[config.mk]
export PLATFORM = sky130hd
export DESIGN_NAME = drive_abort_supervisor
export DESIGN_NICKNAME = d
export VERILOG_FILES = /design/src/rtl/das_pkg.sv /design/src/rtl/das_sync.sv /design/src/rtl/das_track_zone.sv /design/src/rtl/das_abort_arbiter.sv /design/src/rtl/drive_abort_supervisor.sv
export SDC_FILE = /design/constraint.sdc
export NUM_CORES = 1
export LEC_CHECK = 0
export BUFFER_PORTS_ARGS = -buffer_cell sky130_fd_sc_hd__buf_4
export CORE_MARGIN = 5
export CORE_UTILIZATION = 47
export CTS_CLUSTER_SIZE = 12
export DETAILED_ROUTE_END_ITERATION = 7
export HOLD_SLACK_MARGIN = 0.03
export PLACE_DENSITY_LB_ADDON = 0.2
export SLEW_MARGIN = 10
export SYNTH_ARGS = -nofsm -noshare
export SYNTH_HDL_FRONTEND = slang
export SYNTH_SLANG_ARGS = --single-unit
[constraint.sdc]
create_clock -name clk -period 1.6 [get_ports clk]
set_input_delay 0.32 -clock clk [delete_from_list [all_inputs] [get_ports clk]]
set_output_delay 0.32 -clock clk [all_outputs]
set_load 0.02 [all_outputs]
[src/rtl/das_pkg.sv]
package das_pkg;
  typedef enum logic [1:0] {
    CAUSE_NONE   = 2'd0,
    CAUSE_WPROT  = 2'd1,
    CAUSE_WFAULT = 2'd2,
    CAUSE_NREADY = 2'd3
  } abort_cause_e;

  localparam int unsigned DRV_IN_W    = 4;
  localparam int unsigned IDX_READY   = 0;
  localparam int unsigned IDX_WPROT_N = 1;
  localparam int unsigned IDX_FAULT_N = 2;
  localparam int unsigned IDX_TRK0_N  = 3;
endpackage

[src/rtl/das_sync.sv]
module das_sync #(
  parameter int unsigned W           = 4,
  parameter int unsigned SYNC_STAGES = 2,
  parameter logic [W-1:0] RST_VAL    = '1
) (
  input  logic         clk,
  input  logic         rst_n,
  input  logic [W-1:0] d,
  output logic [W-1:0] q
);
  logic [SYNC_STAGES-1:0][W-1:0] stg;

  for (genvar i = 0; i < SYNC_STAGES; i++) begin : g_stage
    if (i == 0) begin : g_first
      always_ff @(posedge clk or negedge rst_n) begin
        if (!rst_n) stg[0] <= RST_VAL;
        else        stg[0] <= d;
      end
    end else begin : g_next
      always_ff @(posedge clk or negedge rst_n) begin
        if (!rst_n) stg[i] <= RST_VAL;
        else        stg[i] <= stg[i-1];
      end
    end
  end

  assign q = stg[SYNC_STAGES-1];
endmodule

[src/rtl/das_track_zone.sv]
module das_track_zone #(
  parameter int unsigned TRK_W      = 8,
  parameter int unsigned ZONE_FIRST = 44
) (
  input  logic             clk,
  input  logic             rst_n,
  input  logic             xfer,
  input  logic [TRK_W-1:0] track,
  output logic             zone
);
  localparam logic [TRK_W-1:0] FIRST = TRK_W'(ZONE_FIRST);

  always_ff @(posedge clk or negedge rst_n) begin
    if (!rst_n) zone <= 1'b0;
    else        zone <= xfer && (track >= FIRST);
  end

  AST_ZONE_IDLE_LOW: assert property (@(posedge clk) disable iff (!rst_n)
    !$past(xfer) |-> !zone);
  AST_ZONE_OUTER_LOW: assert property (@(posedge clk) disable iff (!rst_n)
    ($past(track) < FIRST) |-> !zone);
endmodule

[src/rtl/das_abort_arbiter.sv]
module das_abort_arbiter
  import das_pkg::*;
#(
  parameter int unsigned SYNC_STAGES = 2
) (
  input  logic         clk,
  input  logic         rst_n,
  input  logic         cmd_active,
  input  logic         cmd_positioning,
  input  logic         write_pending,
  input  logic         wgate,
  input  logic         ready_s,
  input  logic         wprot_n_s,
  input  logic         fault_n_s,
  output logic         abort_pulse,
  output abort_cause_e abort_cause,
  output logic         st_wprot,
  output logic         st_wfault
);
  localparam int unsigned WIN_W = SYNC_STAGES + 1;

  logic [WIN_W-1:0] wg_hist;
  logic             wf_window;
  logic             cond_wp, cond_wf, cond_nr;
  abort_cause_e     sel;
  logic             armed, fire, cmd_prev, cmd_start;
  logic [1:0]       n_abort;

  // write-gate history: fault pin is trusted only after stale samples flush
  always_ff @(posedge clk or negedge rst_n) begin
    if (!rst_n) wg_hist <= '0;
    else        wg_hist <= {wg_hist[WIN_W-2:0], wgate};
  end
  assign wf_window = wgate && (&wg_hist);

  assign cond_wp = cmd_active && write_pending && !wprot_n_s;
  assign cond_wf = cmd_active && wf_window && !fault_n_s;
  assign cond_nr = cmd_active && !cmd_positioning && !ready_s;

  always_comb begin
    if (cond_wp)      sel = CAUSE_WPROT;
    else if (cond_wf) sel = CAUSE_WFAULT;
    else if (cond_nr) sel = CAUSE_NREADY;
    else              sel = CAUSE_NONE;
  end

  assign fire      = armed && (sel != CAUSE_NONE);
  assign cmd_start = cmd_active && !cmd_prev;

  always_ff @(posedge clk or negedge rst_n) begin
    if (!rst_n) begin
      armed       <= 1'b1;
      cmd_prev    <= 1'b0;
      abort_pulse <= 1'b0;
      abort_cause <= CAUSE_NONE;
    end else begin
      cmd_prev    <= cmd_active;
      abort_pulse <= fire;
      abort_cause <= fire ? sel : CAUSE_NONE;
      if (!cmd_active) armed <= 1'b1;
      else if (fire)   armed <= 1'b0;
    end
  end

  always_ff @(posedge clk or negedge rst_n) begin
    if (!rst_n) begin
      st_wprot  <= 1'b0;
      st_wfault <= 1'b0;
    end else begin
      if (fire && sel == CAUSE_WPROT) st_wprot <= 1'b1;
      else if (cmd_start)             st_wprot <= 1'b0;
      if (fire && sel == CAUSE_WFAULT) st_wfault <= 1'b1;
      else if (cmd_start)              st_wfault <= 1'b0;
    end
  end

  // abort counter per command, observed by the checks only
  always_ff @(posedge clk or negedge rst_n) begin
    if (!rst_n)                            n_abort <= '0;
    else if (cmd_start)                    n_abort <= {1'b0, abort_pulse};
    else if (abort_pulse && n_abort != 2'd3) n_abort <= n_abort + 2'd1;
  end

  AST_NR_NEEDS_LOW_READY: assert property (@(posedge clk) disable iff (!rst_n)
    (abort_pulse && abort_cause == CAUSE_NREADY) |-> !$past(ready_s));
  AST_NR_NOT_POSITIONING: assert property (@(posedge clk) disable iff (!rst_n)
    (abort_pulse && abort_cause == CAUSE_NREADY) |-> !$past(cmd_positioning));
  AST_WP_STATUS_SET: assert property (@(posedge clk) disable iff (!rst_n)
    (abort_pulse && abort_cause == CAUSE_WPROT) |-> st_wprot);
  AST_WF_STATUS_SET: assert property (@(posedge clk) disable iff (!rst_n)
    (abort_pulse && abort_cause == CAUSE_WFAULT) |-> st_wfault);
  AST_WF_GATE_HELD: assert property (@(posedge clk) disable iff (!rst_n)
    (abort_pulse && abort_cause == CAUSE_WFAULT) |-> ($past(wgate) && $past(wgate, 2)));
  AST_PULSE_ONE_CYCLE: assert property (@(posedge clk) disable iff (!rst_n)
    abort_pulse |=> !abort_pulse);
  AST_ONE_PER_CMD: assert property (@(posedge clk) disable iff (!rst_n)
    n_abort <= 2'd1);
  AST_CAUSE_IDLE: assert property (@(posedge clk) disable iff (!rst_n)
    !abort_pulse |-> (abort_cause == CAUSE_NONE));
  AST_PRIO_WP_FIRST: assert property (@(posedge clk) disable iff (!rst_n)
    (abort_pulse && abort_cause != CAUSE_WPROT) |-> !$past(cond_wp));
  AST_PRIO_NR_LAST: assert property (@(posedge clk) disable iff (!rst_n)
    (abort_pulse && abort_cause == CAUSE_NREADY) |-> !$past(cond_wf));
endmodule

[src/rtl/drive_abort_supervisor.sv]
module drive_abort_supervisor
  import das_pkg::*;
#(
  parameter int unsigned SYNC_STAGES = 2,
  parameter int unsigned TRK_W       = 8,
  parameter int unsigned ZONE_FIRST  = 44
) (
  input  logic             clk,
  input  logic             rst_n,
  input  logic             cmd_active,
  input  logic             cmd_positioning,
  input  logic             write_pending,
  input  logic             wgate,
  input  logic             vfo_enable,
  input  logic             disk_xfer,
  input  logic [TRK_W-1:0] track_num,
  input  logic             drv_ready,
  input  logic             drv_wprot_n,
  input  logic             drv_trk0_n,
  input  logic             fault_pin_i,
  output logic             fault_pin_oe,
  output logic             abort_pulse,
  output logic [1:0]       abort_cause,
  output logic             st_not_ready,
  output logic             st_wprot,
  output logic             st_wfault,
  output logic             st_track0,
  output logic             trk43
);
  logic [DRV_IN_W-1:0] raw_in, syn_in;
  abort_cause_e        cause_e;

  always_comb begin
    raw_in              = '0;
    raw_in[IDX_READY]   = drv_ready;
    raw_in[IDX_WPROT_N] = drv_wprot_n;
    raw_in[IDX_FAULT_N] = fault_pin_i;
    raw_in[IDX_TRK0_N]  = drv_trk0_n;
  end

  das_sync #(
    .W(DRV_IN_W), .SYNC_STAGES(SYNC_STAGES), .RST_VAL('1)
  ) u_sync (
    .clk(clk), .rst_n(rst_n), .d(raw_in), .q(syn_in)
  );

  // open-drain: pin is an input while writing, else pulled low when oscillator off
  assign fault_pin_oe = !wgate && !vfo_enable;

  das_abort_arbiter #(.SYNC_STAGES(SYNC_STAGES)) u_arb (
    .clk(clk), .rst_n(rst_n),
    .cmd_active(cmd_active), .cmd_positioning(cmd_positioning),
    .write_pending(write_pending), .wgate(wgate),
    .ready_s(syn_in[IDX_READY]), .wprot_n_s(syn_in[IDX_WPROT_N]),
    .fault_n_s(syn_in[IDX_FAULT_N]),
    .abort_pulse(abort_pulse), .abort_cause(cause_e),
    .st_wprot(st_wprot), .st_wfault(st_wfault)
  );
  assign abort_cause = 2'(cause_e);

  das_track_zone #(.TRK_W(TRK_W), .ZONE_FIRST(ZONE_FIRST)) u_zone (
    .clk(clk), .rst_n(rst_n), .xfer(disk_xfer), .track(track_num), .zone(trk43)
  );

  assign st_not_ready = !syn_in[IDX_READY];
  assign st_track0    = !syn_in[IDX_TRK0_N];

  AST_PIN_NOT_DRIVEN_IN_WRITE: assert property (@(posedge clk) disable iff (!rst_n)
    (abort_pulse && abort_cause == 2'd2) |-> !$past(fault_pin_oe));
endmodule

# After elaboration in Yosys (flattened, before gate mapping)
# Cells that the tools add are included.
# classes
eq_ne	3
magnitude_cmp	1
reduce_logical	25
n_mux	9
# op_table
cell	n
$logic_and 1x1->1	13
$ge 8x6->1 const B	1
$logic_not 1->1	8
$mux 2	4
$reduce_bool 2->1	3
$mux 1	5
$reduce_and 3->1	1
$eq 2x1->1 const B	1
$eq 2x2->1 const B	1
$ne 2x1->1 const B	1
# totals
reg_bits	19
out_inout_bits	9
wordCells	48
in_bits	20

# Depth between registers and ports, before layout
# logic_depth
depth_word	10
mapped_depth	3
ltp_nobuf	3

# By module
# From an unflattened synthesis, not the netlist that was laid out.
# unflattened
hier_cells	47
hier_area_um2	678.2
# by_module_without_submodules
mod	n_inst	area_each_um2	cells_per_inst
das_abort_arbiter	1	376.6	28
das_sync	1	240.2	12
das_track_zone	1	50.0	4
drive_abort_supervisor	1	11.3	3

# Worst setup path before layout
# OpenSTA, ideal clock, no wires.
# synth_timing
path_kind	register -> register
from	reg u_sync.stg (netlist bit u_sync.q[1])
to	reg u_arb.abort_pulse
arrival_ps	972
path_stages_with_launch	3
n_path_buf	0
setup_slack_ps	502
t_required_ps	1474
setup_ps	126
path_cell_list	dfstp_2 -> and3b_1 -> o31a_2
# synth_between
elab_chain_cells	5
# synth_lines
item	line	source
from (decl)	das_sync.sv:11	logic [SYNC_STAGES-1:0][W-1:0] stg;
from (signal, indexed assignment)	das_sync.sv:22	else stg[i] <= stg[i-1];
$logic_not 1->1	das_abort_arbiter.sv:36	assign cond_wp = cmd_active && write_pending && !wprot_n_s;
$logic_and 1x1->1	das_abort_arbiter.sv:36	
$mux 2	das_abort_arbiter.sv:41	if (cond_wp) sel = CAUSE_WPROT;
$reduce_bool 2->1	das_abort_arbiter.sv:47	assign fire = armed && (sel != CAUSE_NONE);
$logic_and 1x1->1	das_abort_arbiter.sv:47	
net u_arb.fire	das_abort_arbiter.sv:26	logic armed, fire, cmd_prev, cmd_start;
to (signal assigned)	das_abort_arbiter.sv:58	abort_pulse <= fire;
to (decl)	das_abort_arbiter.sv:15	output logic abort_pulse,
# The timed path passes the listed nets, and every way through them passes these cells.
# A chain may end at the register's enable or synchronous reset.

# Worst setup path after layout
# layout_timing
from	reg u_sync.stg (netlist bit u_sync.q[0])
to	out st_not_ready
# layout_between
elab_chain_cells	1
# layout_lines
item	line	source
$logic_not 1->1	drive_abort_supervisor.sv:65	assign st_not_ready = !syn_in[IDX_READY];
to (decl)	drive_abort_supervisor.sv:24	output logic st_not_ready,
# Every way passes these cells.

==> run metrics <==
clk_lat worst skew 280 ps; WS Path Type register to output port; via count of the first global-routing pass 461; switching power 188 µW; unrepaired setup endpoints after global routing false; Synth Area in XOR/XNOR 0%; Synth Warn # 0; GRT Total Usage 11.6%; ANT nets after route 0; Synth Instances 41; final setup violation count 0; TritonCTS Buffers 3; max cap viols 0; DR vias 423; worst r2r path cells 2; clock root cell clkbuf_4; Critical Path Stages 2; Clock Path Buffers 2; Core Area 0.00130 mm²; Slew Viols, Final 0; worst hold path class primary input to register; Synth Area in Simple Gates 14.1%; Max Clk Rate 747 MHz; total power 864 µW; initial antenna violation count 0; Logic pwr share 13.1%; CP Launch Type register; n_diodes 0; Final Core Density 69.0%; setup repair bufs after CTS 0; setup TNS 0 ps; post-synthesis mux area share 0%; first-pass GRT wire length 1.79 mm; boundary pin count 29; critical path peak fanout 3; delay-heaviest family, CP flip-flops; maximum vdd drop 0.524 mV; Reg-to-Reg Start u_sync.q[1]; largest net degree at the start of global routing 20; Die Ht 47.1 µm; detailed-route vias per instance 4.86; status finished clean; # DRC 0; register area share after synthesis 75.1%; Synth Register Bits 19; multi-input logic area 154 µm²; CP bufs+invs 2; setup ws final 261 ps; post-synthesis compound-gate area fraction 9.65%; Slew @ Worst Pin 239 ps; initial core utilization 49.8%; DIE AREA 0.00222 mm²; adder-cell share of the synthesized area 0%; PD cells 961 mW/mm²; headroom to the max-slew limit 84.1%; worst hold slack 141 ps; Syn-to-layout area delta 38.6%; Leak Pwr 0.000449 µW; WP data required 1280 ps; Worst Setup End Kind output port; clock power share 25.3%; sw frac 21.8%; setup slack at placement 477 ps; CTS tree yes; crit share post-route 83.7%; Port Buffers 26; Arr. time, crit path 1020 ps; Pint 676 µW; iteration count of the initial detailed-routing pass 2; delay of the slowest critical-path stage 560 ps; Final Hold Vio Count 0; min Tclk post-route 1340 ps; Synth Cell Area 648 µm²; main combinational cell family by area after synthesis simple AND/OR/NAND/NOR gates; clock slew at reported path FFs 90 ps; wire per inst 12.5 µm; post-CTS sizing 0; initial drt markers 1; clk sinks 19; Distinct cells, synth 19; Die Wd 47.1 µm; GP Congestion 0.827; H-Tree Depth 1; Layout Nets 93; clock skew 4.26 ps; CP endpoint st_not_ready; Slowest-stage cell, CP dfstp_2; GRT overflow 0; layout cells sized above 1 59.7%; FP Rows 13; Critical Path Source u_sync.q[0]; flip-flop and latch area 487 µm²; Worst R2R Setup Slack 460 ps; Syn Nets 61; worst path cell trace inv_1, buf_4; fill count 102; worst reg2reg endpoint u_arb.abort_pulse; Avg Inst Size Synth 15.8 µm²; sequential share of power 61.6%; routed wire length 1.09 mm
[flip-flops by register name, indices dropped and copies added (netlist names)]
| register | cells |
|---|---|
| u_arb.armed | 1 |
| u_arb.abort_pulse | 1 |
| u_arb.wg_hist | 3 |
| u_sync.q | 4 |
| u_sync.stg | 4 |
| u_zone.zone | 1 |
| u_arb.st_wfault | 1 |
| u_arb.st_wprot | 1 |
| u_arb.cmd_prev | 1 |
| u_arb.abort_cause | 2 |
[power by group through the flow]
stage	Clock, µW	Combinational, µW	Sequential [µW]
after global placement	0	111	540
after CTS	232	116	533
final	218	113	532
after floorplan	0	28.4	552
after global routing	251	124	536
after detailed placement	0	114	541
[stage by stage]
step           area [µm²]  instances
2_1_floorplan         648         41
3_3_place_gp          862         82
3_5_place_dp          862         82
4_1_cts               898         87
5_1_grt               898         87
6_report              898         87
[area by class of cell]
class                      count  area share, %
timing repair buffer          27           22.8
clock buffer                   4           2.92
inverter                       2          0.836
multi-input combinational     20           17.1
sequential                    19           54.2
tap                           15           2.09
[worst min path at each step]
stage	startpoint	cells after the start	endpoint	slack (ps)
6_report	drv_ready	1	u_sync.stg[0]	140
5_1_grt	fault_pin_i	1	u_sync.stg[2]	110
4_1_cts	drv_ready	1	u_sync.stg[0]	130
3_5_place_dp	rst_n	1	u_arb.abort_cause[0]	200
3_3_place_gp	rst_n	1	u_arb.st_wfault	200
2_1_floorplan	rst_n	0	u_arb.abort_cause[0]	20
[cells by family after synthesis]
logic type,Yosys count
simple gates,12
compound gates,8
buf+inv,2
flops,19
[cell usage after synthesis]
master | number | area share, %
dfrtp_1 | 10 | 39
dfstp_2 | 9 | 36
nand2_1 | 4 | 2.3
a21oi_1 | 2 | 1.5
inv_1 | 2 | 1.2
a32o_2 | 1 | 1.7
and3b_1 | 1 | 1.4
nand2b_1 | 1 | 0.97
nand3b_1 | 1 | 1.2
nand4_2 | 1 | 1.9
nor2_1 | 1 | 0.58
nor2b_1 | 1 | 0.97
nor3b_2 | 1 | 1.9
nor3b_4 | 1 | 2.9
o211a_1 | 1 | 1.5
o211ai_1 | 1 | 1.2
o21ai_0 | 1 | 0.77
o31a_1 | 1 | 1.4
o31a_2 | 1 | 1.5
[cell usage in the layout (no fill, tap or decap)]
master	n
dfstp_2	9
nand2b_1	1
dfrtp_1	10
inv_1	2
buf_4	26
dlygate4sd3_1	1
o31a_2	1
o211ai_1	1
clkbuf_4	3
o211a_1	1
nand3b_1	1
nand2_1	4
a32o_2	1
nor2b_1	1
a21oi_1	2
nor3b_4	1
nor3b_2	1
clkbuf_1	1
o21ai_0	1
and3b_1	1
o31a_1	1
nand4_2	1
nor2_1	1
[timing repair]
| item | in CTS | in global routing |
|---|---|---|
| hold buffers | 1 | 0 |
| hold endpoints to repair | 10 | 0 |
| setup endpoints to repair | 0 | 0 |
[per-layer routing]
metal / vias to the layer above / global-route usage (%) / routed length (µm)
met5: - / 0 / 0
met4: 0 / 3.31 / 0
met3: 0 / 3.45 / 106
met2: 22 / 20.6 / 531
met1: 194 / 13.4 / 451
li1: 207 / - / -
Power figures use the tool's default switching activity.
